**src/rtl/cme_pkg.sv**
```systemverilog
package cme_pkg;
  localparam int EN_BIT = 22;
  localparam int PF_BIT = 24;

  typedef enum logic [2:0] {
    OP_LINE_CLEAN = 3'd0,
    OP_LINE_INV   = 3'd1,
    OP_LINE_CINV  = 3'd2,
    OP_RANGE_LO   = 3'd3,
    OP_RANGE_CLN  = 3'd4,
    OP_RANGE_INV  = 3'd5
  } op_e;

  typedef enum logic [1:0] {
    MODE_CLEAN = 2'd0,
    MODE_INV   = 2'd1,
    MODE_CINV  = 2'd2
  } mode_e;

  typedef enum logic [1:0] {
    ST_IDLE = 2'd0,
    ST_WALK = 2'd1,
    ST_WB   = 2'd2
  } state_e;
endpackage

```
**src/rtl/cme_ctrl_reg.sv**
```systemverilog
module cme_ctrl_reg (
  input  logic        clk,
  input  logic        rst_n,
  input  logic        we,
  input  logic [31:0] wdata,
  input  logic        l1_i_on,
  input  logic        l1_d_on,
  output logic [31:0] q,
  output logic        en
);
  import cme_pkg::*;
  logic pf_q, en_q;
  logic unused_wbits;
  assign unused_wbits = ^wdata;

  always_ff @(posedge clk) begin
    if (!rst_n) begin
      pf_q <= 1'b0;
      en_q <= 1'b0;
    end else if (we) begin
      pf_q <= wdata[PF_BIT];
      if (!l1_i_on && !l1_d_on) en_q <= wdata[EN_BIT];
    end
  end

  always_comb begin
    q = '0;
    q[PF_BIT] = pf_q;
    q[EN_BIT] = en_q;
  end
  assign en = en_q;
endmodule

```
**src/rtl/cme_cmd_decode.sv**
```systemverilog
module cme_cmd_decode #(
  parameter int ADDR_W = 20,
  parameter int OFF_W  = 5,
  parameter int PG_W   = 12,
  localparam int LN_W  = ADDR_W - OFF_W
) (
  input  logic              clk,
  input  logic              rst_n,
  input  logic              cmd_valid,
  input  logic [2:0]        cmd_op,
  input  logic [ADDR_W-1:0] cmd_addr,
  input  logic              busy,
  input  logic              err_clr,
  output logic              err,
  output logic              launch,
  output logic [LN_W-1:0]   first_ln,
  output logic [LN_W-1:0]   last_ln,
  output cme_pkg::mode_e    mode
);
  import cme_pkg::*;
  logic [ADDR_W-1:0] lo_q;
  logic              accept, page_bad, backward, err_set;
  logic [LN_W-1:0]   addr_ln;
  logic              unused_lo;

  assign accept   = cmd_valid && !busy;
  assign addr_ln  = cmd_addr[ADDR_W-1:OFF_W];
  assign page_bad = lo_q[ADDR_W-1:PG_W] != cmd_addr[ADDR_W-1:PG_W];
  assign backward = addr_ln < lo_q[ADDR_W-1:OFF_W];
  assign unused_lo = ^{lo_q[OFF_W-1:0], cmd_addr[OFF_W-1:0]};

  always_comb begin
    launch   = 1'b0;
    err_set  = 1'b0;
    first_ln = addr_ln;
    last_ln  = addr_ln;
    mode     = MODE_CLEAN;
    if (accept) begin
      case (cmd_op)
        OP_LINE_CLEAN: launch = 1'b1;
        OP_LINE_INV:   begin launch = 1'b1; mode = MODE_INV; end
        OP_LINE_CINV:  begin launch = 1'b1; mode = MODE_CINV; end
        OP_RANGE_CLN, OP_RANGE_INV: begin
          first_ln = lo_q[ADDR_W-1:OFF_W];
          mode     = (cmd_op == OP_RANGE_INV) ? MODE_INV : MODE_CLEAN;
          if (page_bad) err_set = 1'b1;
          else launch = !backward;
        end
        default: ;
      endcase
    end
  end

  always_ff @(posedge clk) begin
    if (!rst_n) begin
      lo_q <= '0;
      err  <= 1'b0;
    end else begin
      if (accept && cmd_op == OP_RANGE_LO) lo_q <= cmd_addr;
      if (err_set) err <= 1'b1;
      else if (err_clr) err <= 1'b0;
    end
  end
endmodule

```
**src/rtl/cme_tag_array.sv**
```systemverilog
module cme_tag_array #(
  parameter int SETS  = 64,
  parameter int TAG_W = 9,
  localparam int IDX_W = $clog2(SETS)
) (
  input  logic             clk,
  input  logic             rst_n,
  input  logic             fill_en,
  input  logic [IDX_W-1:0] fill_idx,
  input  logic [TAG_W-1:0] fill_tag,
  input  logic             fill_dirty,
  input  logic             upd_en,
  input  logic [IDX_W-1:0] upd_idx,
  input  logic             upd_drop,
  input  logic [IDX_W-1:0] rd_idx,
  output logic             rd_valid,
  output logic             rd_dirty,
  output logic [TAG_W-1:0] rd_tag
);
  logic [SETS-1:0]  valid_q, dirty_q;
  logic [TAG_W-1:0] tag_q [SETS];

  always_ff @(posedge clk) begin
    if (!rst_n) begin
      valid_q <= '0;
      dirty_q <= '0;
    end else if (upd_en) begin
      dirty_q[upd_idx] <= 1'b0;
      if (upd_drop) valid_q[upd_idx] <= 1'b0;
    end else if (fill_en) begin
      valid_q[fill_idx] <= 1'b1;
      dirty_q[fill_idx] <= fill_dirty;
    end
  end

  always_ff @(posedge clk) begin
    if (fill_en && !upd_en) tag_q[fill_idx] <= fill_tag;
  end

  assign rd_valid = valid_q[rd_idx];
  assign rd_dirty = dirty_q[rd_idx];
  assign rd_tag   = tag_q[rd_idx];
endmodule

```
**src/rtl/cme_walker.sv**
```systemverilog
module cme_walker #(
  parameter int LN_W  = 15,
  parameter int IDX_W = 6,
  parameter int OFF_W = 5,
  localparam int TAG_W = LN_W - IDX_W
) (
  input  logic               clk,
  input  logic               rst_n,
  input  logic               launch,
  input  logic [LN_W-1:0]    first_ln,
  input  logic [LN_W-1:0]    last_ln,
  input  cme_pkg::mode_e     mode,
  input  logic               wt,
  input  logic               rd_valid,
  input  logic               rd_dirty,
  input  logic [TAG_W-1:0]   rd_tag,
  input  logic               wb_ready,
  output logic [IDX_W-1:0]   rd_idx,
  output logic               upd_en,
  output logic               upd_drop,
  output logic               busy,
  output logic               wb_valid,
  output logic [LN_W+OFF_W-1:0] wb_addr
);
  import cme_pkg::*;
  state_e          st_q;
  mode_e           mode_q;
  logic [LN_W-1:0] cur_q, last_q;
  logic            hit, need_wb, step;

  assign rd_idx  = cur_q[IDX_W-1:0];
  assign hit     = rd_valid && (rd_tag == cur_q[LN_W-1:IDX_W]);
  assign need_wb = hit && rd_dirty && (mode_q != MODE_INV) && !wt;

  always_comb begin
    step     = 1'b0;
    upd_en   = 1'b0;
    upd_drop = 1'b0;
    case (st_q)
      ST_WALK: if (!need_wb) begin
        step     = 1'b1;
        upd_en   = hit && (mode_q != MODE_CLEAN);
        upd_drop = 1'b1;
      end
      ST_WB: if (wb_ready) begin
        step     = 1'b1;
        upd_en   = 1'b1;
        upd_drop = (mode_q == MODE_CINV);
      end
      default: ;
    endcase
  end

  always_ff @(posedge clk) begin
    if (!rst_n) begin
      st_q   <= ST_IDLE;
      mode_q <= MODE_CLEAN;
      cur_q  <= '0;
      last_q <= '0;
    end else begin
      case (st_q)
        ST_IDLE: if (launch) begin
          st_q   <= ST_WALK;
          cur_q  <= first_ln;
          last_q <= last_ln;
          mode_q <= mode;
        end
        ST_WALK: if (need_wb) st_q <= ST_WB;
        default: ;
      endcase
      if (step) begin
        if (cur_q == last_q) st_q <= ST_IDLE;
        else begin
          st_q  <= ST_WALK;
          cur_q <= cur_q + 1'b1;
        end
      end
    end
  end

  assign busy     = (st_q != ST_IDLE);
  assign wb_valid = (st_q == ST_WB);
  assign wb_addr  = {cur_q, {OFF_W{1'b0}}};
endmodule

```
**src/rtl/cache_maint_engine.sv**
```systemverilog
module cache_maint_engine #(
  parameter int ADDR_W     = 20,
  parameter int LINE_BYTES = 32,
  parameter int PAGE_BYTES = 4096,
  parameter int SETS       = 64
) (
  input  logic              clk,
  input  logic              rst_n,
  input  logic              cmd_valid,
  input  logic [2:0]        cmd_op,
  input  logic [ADDR_W-1:0] cmd_addr,
  output logic              cmd_retry,
  output logic              busy,
  output logic              err_flag,
  input  logic              err_clr,
  input  logic              ctrl_we,
  input  logic [31:0]       ctrl_wdata,
  output logic [31:0]       ctrl_q,
  input  logic              l1_icache_on,
  input  logic              l1_dcache_on,
  input  logic              wt_override,
  input  logic              fill_valid,
  input  logic [ADDR_W-1:0] fill_addr,
  input  logic              fill_dirty,
  output logic              wb_valid,
  input  logic              wb_ready,
  output logic [ADDR_W-1:0] wb_addr
);
  import cme_pkg::*;
  localparam int OFF_W = $clog2(LINE_BYTES);
  localparam int PG_W  = $clog2(PAGE_BYTES);
  localparam int IDX_W = $clog2(SETS);
  localparam int LN_W  = ADDR_W - OFF_W;
  localparam int TAG_W = LN_W - IDX_W;

  logic             cache_en, launch, upd_en, upd_drop;
  logic [LN_W-1:0]  first_ln, last_ln;
  mode_e            mode;
  logic [IDX_W-1:0] rd_idx;
  logic             rd_valid, rd_dirty;
  logic [TAG_W-1:0] rd_tag;
  logic             unused_fill;

  assign unused_fill = ^fill_addr[OFF_W-1:0];
  assign cmd_retry   = cmd_valid && busy;

  cme_ctrl_reg u_ctrl (
    .clk(clk), .rst_n(rst_n), .we(ctrl_we), .wdata(ctrl_wdata),
    .l1_i_on(l1_icache_on), .l1_d_on(l1_dcache_on), .q(ctrl_q), .en(cache_en)
  );

  cme_cmd_decode #(.ADDR_W(ADDR_W), .OFF_W(OFF_W), .PG_W(PG_W)) u_dec (
    .clk(clk), .rst_n(rst_n), .cmd_valid(cmd_valid), .cmd_op(cmd_op),
    .cmd_addr(cmd_addr), .busy(busy), .err_clr(err_clr), .err(err_flag),
    .launch(launch), .first_ln(first_ln), .last_ln(last_ln), .mode(mode)
  );

  cme_tag_array #(.SETS(SETS), .TAG_W(TAG_W)) u_tags (
    .clk(clk), .rst_n(rst_n),
    .fill_en(fill_valid && !busy && cache_en),
    .fill_idx(fill_addr[OFF_W +: IDX_W]),
    .fill_tag(fill_addr[ADDR_W-1:OFF_W+IDX_W]),
    .fill_dirty(fill_dirty && !wt_override),
    .upd_en(upd_en), .upd_idx(rd_idx), .upd_drop(upd_drop),
    .rd_idx(rd_idx), .rd_valid(rd_valid), .rd_dirty(rd_dirty), .rd_tag(rd_tag)
  );

  cme_walker #(.LN_W(LN_W), .IDX_W(IDX_W), .OFF_W(OFF_W)) u_walk (
    .clk(clk), .rst_n(rst_n), .launch(launch), .first_ln(first_ln),
    .last_ln(last_ln), .mode(mode), .wt(wt_override), .rd_valid(rd_valid),
    .rd_dirty(rd_dirty), .rd_tag(rd_tag), .wb_ready(wb_ready), .rd_idx(rd_idx),
    .upd_en(upd_en), .upd_drop(upd_drop), .busy(busy), .wb_valid(wb_valid),
    .wb_addr(wb_addr)
  );
endmodule


```
**config.mk**
```make
export PLATFORM = sky130hd
export DESIGN_NAME = cache_maint_engine
export DESIGN_NICKNAME = d
export VERILOG_FILES = /design/src/rtl/cme_pkg.sv /design/src/rtl/cme_ctrl_reg.sv /design/src/rtl/cme_cmd_decode.sv /design/src/rtl/cme_tag_array.sv /design/src/rtl/cme_walker.sv /design/src/rtl/cache_maint_engine.sv
export SDC_FILE = /design/constraint.sdc
export NUM_CORES = 1
export LEC_CHECK = 0
export ABC_AREA = 0
export BUFFER_PORTS_ARGS = -buffer_cell sky130_fd_sc_hd__buf_4
export CAP_MARGIN = 10
export CELL_PAD_IN_SITES_DETAIL_PLACEMENT = 2
export CELL_PAD_IN_SITES_GLOBAL_PLACEMENT = 2
export CORE_ASPECT_RATIO = 0.6
export CORE_UTILIZATION = 35
export DETAILED_ROUTE_END_ITERATION = 7
export PLACE_DENSITY_LB_ADDON = 0.1
export SLEW_MARGIN = 40
export SYNTH_ARGS = -nofsm -noshare
export SYNTH_HDL_FRONTEND = slang
export SYNTH_SLANG_ARGS = --single-unit
```
**constraint.sdc**
```tcl
create_clock -name clk -period 5 [get_ports clk]
set_input_delay 1.5 -clock clk [delete_from_list [all_inputs] [get_ports clk]]
set_output_delay 1.5 -clock clk [all_outputs]
set_load 0.05 [all_outputs]
```
==> results.toml, run 1 <==
[timing]
fin_crit_sh_pct = 100
tightest_slew_ns = 0.910
max_freq_ghz = 0.199
relSlewSlack_pct = 39.2
setup_ws_ns = -0.0153
rsz0062_at_grt = "no"
finalHoldViolCount = 0
finalClockSkew_ns = 0.0342
whs_ns = 0.479
slew_violations = 0
final-setup-viol-count = 8
fin_crit_ns = 5.02

[global_route]
grt_pass1_vias = 24400
grt_overflow = 0
grt_max_degree = 93
grt_antenna_before_repair = 5
track_usage_pct = 27.8
grt_pass1_wl_um = 188000

[cts]
path_clk_slew_ns = 0.07
postCtsHoldBufs = 0
insertion_delay_ns = 0.69
clock_sinks = 756
htreeDepth = 3
cts_made_buffers = 77
clk_path_buf_depth = 3
cts_tree = "done"
cts_root_buf = "clkbuf_16"

[cells_and_area]
fin_util_pct = 43.1
finalNonFillerCells = 3902
nets = 2715
syn_to_final_growth_pct = 21.0
drive_gt1_share_pct = 25.9

[die]
initial_core_util_pct = 35.6
die-area_mm2 = 0.0952
fp.coreArea_mm2 = 0.0924
die_w_um = 398
rows = 86
fp.dieH_um = 239
io_pins = 142

[drt]
drc = 0
wl_um = 132000
vias_per_cell = 6.00
via_count = 23400
drtIter0Drc = 2345
drt_pass1_iterations = 5
ant_nets = 0
detail_route.wl_per_cell_um = 33.8

[power]
peakVddDrop_mv = 0.228
powerDensity_mw_per_mm2 = 415
p_leak_nw = 13.1

[yosys]
yosysMostFrequentCell = "edfxtp_1"
yosys-top-cells-count = "edfxtp_1, mux2i_1, dfxtp_1, nor2_1, clkbuf_1"
synth-edff-count = 576
synthArstFlopShare_pct = 0
netlist_area_mm2 = 0.0329
netlist-cell-type-count = 79
avgSynthCellArea_um2 = 13.9
synth_area_leaders = "edfxtp_1, dfxtp_1, mux2i_1, mux4_2, o221a_2"
yosys_warnings = 0
synth_top_flop_cell = "edfxtp_1"
ys_seq_area_share_pct = 63.6
synth_cells = 2373
synth.largest_area_cell = "edfxtp_1"
ys_ff_latch = 756
synth_top_area_share_pct = 52.6

[placed_design]
hpwl_um = 92000
dp.cells = 3758
numPortBuffers = 66
place_congestion = 0.860
dp_slack_ns = -0.189

[critical_path]
critPathLaunchType = "flip-flop"
worstSetupEndpointType = "flip-flop"
critPathMaxFanout = 22
crit_required_ns = 5.37
worst_ep_arrival_time_ns = 5.39
reg2reg_slack_ns = -0.02
crit_type = "flip-flop to flip-flop"

[run_status]
outcome = "complete, but fails checks"
violations = "setup timing"

[run]
drv_cap = 0

[hold_path]
min_path_type = "flip-flop to flip-flop"
==> metrics by stage <==
step / TNS (ns) / cell area (um^2) / power, mW
after floorplan: 0 / 33000 / 8.93
after global routing: 0 / 39800 / 17.0
after CTS: 0 / 39700 / 16.5
after detailed placement: -7.76 / 37200 / 10.7
after global placement: -3.17 / 37100 / 10.6
final: -0.0678 / 39800 / 16.5
==> worst max-delay path: stages (launching register included) <==
cell,delay [ns]
dfxtp_4,0.54
buf_4,0.31
nand2b_1,0.44
o22a_1,0.26
o221ai_1,0.24
a22oi_2,0.51
and4_1,0.40
xnor2_1,0.17
nor4_2,0.09
buf_4,0.14
and4_1,0.21
or2_4,0.26
buf_12,0.17
buf_4,0.16
nor3_2,0.53
buf_12,0.22
==> placed cells by master (no fill, tap or decap), types with 17 or more instances in the layout <==
cell type,instances
a211oi_1,17
a21oi_1,73
a221oi_1,48
a22oi_1,76
a31oi_1,20
and3_1,19
buf_12,79
buf_4,272
clkbuf_16,80
clkinv_1,19
conb_1,35
dfxtp_1,177
edfxtp_1,576
ha_1,19
inv_1,32
mux2i_1,227
mux4_2,48
nand2_1,78
nand3_1,57
nand4_1,21
nor2_1,112
nor3_1,36
nor3_2,40
nor4_1,19
o21ai_0,27
o221a_2,61
o22ai_1,31
o31ai_1,28
or4_1,29
xnor2_1,24
==> state kept, by name, summed over array words and instances (netlist names) <==
register / count
u_ctrl.en: 1
u_ctrl.pf_q: 1
u_dec.err: 1
u_dec.lo_q: 15
u_tags.dirty_q: 64
u_tags.tag_q: 576
u_tags.valid_q: 64
u_walk.cur_q: 15
u_walk.last_q: 15
u_walk.mode_q: 2
u_walk.st_q: 2
==> path summary, 6_finish.rpt <==
| check | end | start | depth (start not counted) |
|---|---|---|---|
| worst max-delay path | u_tags.tag_q[58][0] | u_walk.cur_q[1] | 15 |
| worst min-delay path | u_tags.dirty_q[14] | u_tags.dirty_q[14] | 2 |
| worst max register to register | u_tags.tag_q[58][0] | u_walk.cur_q[1] | 15 |
| worst min register to register | u_tags.dirty_q[14] | u_tags.dirty_q[14] | 2 |
==> final cells by class <==
type,count,area [um^2]
diodes,1,2.50
clock buffers,94,2050
clock inverters,44,385
fillers,8992,52600
inverters,36,138
multi-input cells,1385,11100
flip-flops and latches,756,20900
well taps,1232,1540
repair buffers,354,3670
==> where the power goes <==
group / internal, mW / switching (mW) / total [mW]
logic: 1.32 / 2.45 / 3.78
clock network: 3.16 / 2.67 / 5.82
registers: 6.79 / 0.104 / 6.89
total: 11.3 / 5.22 / 16.5
==> per-layer routing <==
layer,vias to the layer above,track usage [%],wire (um)
li1,9834,-,-
met1,12600,42.2,64600
met2,812,40.5,56100
met3,154,5.94,9160
met4,0,5.78,2260
met5,-,0,0
==> logic make-up after synthesis <==
group	count (synthesis)	synth area share (%)
flip-flops	756	63.6
buffers and inverters	266	4.41
adder cells (fa/ha/maj)	19	0.723
multiplexers	293	10.8
XOR/XNOR	25	0.666
other	1	0.0114
AND/OR/NAND/NOR	513	7.98
AO/OA/AOI/OAI	500	11.8
==> repair_timing <==
| item | in CTS | in global routing |
|---|---|---|
| setup endpoints to repair | 289 | 213 |
| resized for setup | 13 | 7 |
| buffers inserted | 0 | 3 |
Power figures use the tool's default switching activity.
==> run 2, diff against run 1 <==
BUFFER_PORTS_ARGS = -buffer_cell sky130_fd_sc_hd__buf_2   (was -buffer_cell sky130_fd_sc_hd__buf_4)
RECOVER_POWER = 25   (was not set)
==> run 2 against run 1 <==
Compared with the run above: the flow finishes with violations (capacitance limit, slew limit); critical path depth stayed put; routed wire length hardly changed; worst hold slack better by 0.0076 ns; global-route usage is 0.058 points lower; cell count is 0.18% lower; die area stayed put; sequential cell count stayed put; sequential share of layout area is 0.48 points higher.
==> results.toml, run 2 (same netlist as run 1, synthesis figures left out) <==
[run_status]
outcome = "complete, but fails checks"
violations = "capacitance limit, slew limit"

[drt]
detail_route.wl_per_cell_um = 33.9
wl_um = 132000
drc = 0
drtIter0Drc = 2352
via_count = 23400
vias_per_cell = 6.00
drt_pass1_iterations = 6
ant_nets = 0

[global_route]
grt_antenna_before_repair = 6
track_usage_pct = 27.8
grt_overflow = 0
grt_max_degree = 65
grt_pass1_vias = 24000
grt_pass1_wl_um = 187000

[die]
die_w_um = 398
fp.coreArea_mm2 = 0.0924
initial_core_util_pct = 35.6
rows = 86
die-area_mm2 = 0.0952
io_pins = 142
fp.dieH_um = 239

[critical_path]
critPathTopFamily = "simple AND/OR/NAND/NOR gates"
crit_required_ns = 5.37
cp_slowest_stage_delay_ns = 0.57
worst_ep_arrival_time_ns = 5.32
critPathMaxFanout = 36
crit_chain = "buf_12 -> or2_2 -> o22ai_1 -> a221oi_1 -> buf_4 -> o211ai_1 -> nor4_1 -> buf_4 -> xnor2_1 -> nor3_1 -> and4_1 -> or2_4 -> buf_12 -> nor3_1 -> buf_12"
critPathLaunchType = "flip-flop"
worstSetupEndpointType = "flip-flop"
cp_common_cell = "buf_12"
worst-path-buf-inv = 5
crit_type = "flip-flop to flip-flop"
cp_slowest_cell = "dfxtp_4"

[cts]
cts_tree = "done"
cts_setup_buffers = 0
cts_root_buf = "clkbuf_16"
path_clk_slew_ns = 0.06
ctsResizeCount = 0
insertion_delay_ns = 0.67
cts_made_buffers = 76
clk_path_buf_depth = 3
htreeDepth = 3
clock_sinks = 756
postCtsHoldBufs = 0

[placed_design]
dp.cells = 3761
dpl-instance-area_mm2 = 0.0371
dp_slack_ns = 0.0597
numPortBuffers = 66
hpwl_um = 92500
place_congestion = 0.877

[timing]
final-setup-viol-count = 0
rsz0062_at_grt = "yes"
setup_ws_ns = 0.0467
fin_crit_sh_pct = 99.1
finalHoldViolCount = 0
relSlewSlack_pct = -106
fin_crit_ns = 4.95
slew_violations = 314
finalClockSkew_ns = 0.0231
whs_ns = 0.487
max_freq_ghz = 0.202
tightest_slew_ns = 3.08

[cells_and_area]
stdcell_area_mm2 = 0.0394
finalNonFillerCells = 3895
largestRegisters = "u_tags.tag_q (576), u_tags.dirty_q (64), u_tags.valid_q (64)"
mostFrequentLayoutCells = "edfxtp_1, mux2i_1, buf_4, dfxtp_1, nor2_1"
largest_register = "u_tags.tag_q"
drive_gt1_share_pct = 25.2
nets = 2713
largest_register_ffs = 576
syn_to_final_growth_pct = 19.9
nFillCells = 9010
final_common_cell = "edfxtp_1"

[power]
peakVddDrop_mv = 0.311
p_leak_nw = 12.9
power_mw = 16.1
powerDensity_mw_per_mm2 = 409

[hold_path]
min_path_type = "flip-flop to flip-flop"

[run]
drv_cap = 6
run 2: cell count changes in the layout (fill, tap and decap cells not counted), sizes merged:
| cell | change |
|---|---|
| diode | +1 |
| clkbuf | +14 |
| clkinv | -10 |
| inv | -1 |
| bufinv | -1 |
| buf | -10 |
run 2: path summary, 6_finish.rpt:
check,startpoint,end,slack [ns],depth (start not counted)
max,u_walk.cur_q[2],u_tags.tag_q[20][5],0.05,15
min,u_tags.dirty_q[22],u_tags.dirty_q[22],0.49,2
max reg2reg,u_walk.cur_q[2],u_tags.tag_q[20][5],0.05,15
min reg2reg,u_tags.dirty_q[22],u_tags.dirty_q[22],0.49,2
run 2: cell type report:
cell class / count / area [um^2] / area share, %
clock inverter: 32 / 273 / 0.692
antenna: 2 / 5.00 / 0.0127
multi-input combinational: 1385 / 11000 / 27.9
tap: 1232 / 1540 / 3.91
clock buffer: 99 / 2040 / 5.17
sequential: 756 / 20900 / 53.0
timing repair buffer: 353 / 3520 / 8.92
inverter: 36 / 135 / 0.343
run 2: per-stage QoR:
step / TNS [ns] / utilization, %
2_1_floorplan: 0 / -
3_3_place_gp: 0 / 40.1
3_5_place_dp: 0 / 40.1
4_1_cts: 0 / 42.6
5_1_grt: -0.0142 / 42.7
6_report: 0 / 42.7
run 2: worst reg2reg max path, cell delays in order, from the launching register on:
cell      delay (ns)
dfxtp_4         0.57
buf_12          0.35
or2_2           0.43
o22ai_1         0.19
a221oi_1        0.29
buf_4           0.20
o211ai_1        0.18
nor4_1          0.46
buf_4           0.18
xnor2_1         0.13
nor3_1          0.11
and4_1          0.22
or2_4           0.33
buf_12          0.20
nor3_1          0.59
buf_12          0.23
run 2: metal layers:
| metal | GRT usage [%] | up-vias | share of wire [%] |
|---|---|---|---|
| met2 | 39.6 | 859 | 42 |
| met1 | 42.3 | 12500 | 48 |
| li1 | - | 9828 | - |
| met4 | 6.20 | 2 | 2.0 |
| met5 | 0 | - | 0.014 |
| met3 | 6.43 | 169 | 8.2 |
run 2: power breakdown:
group          switching [mW]  total, mW  leakage [nW]  internal (mW)
Clock                    2.58       5.62          1.13           3.04
Combinational            2.38       3.60          5.18           1.22
Sequential              0.109       6.90          6.63           6.80
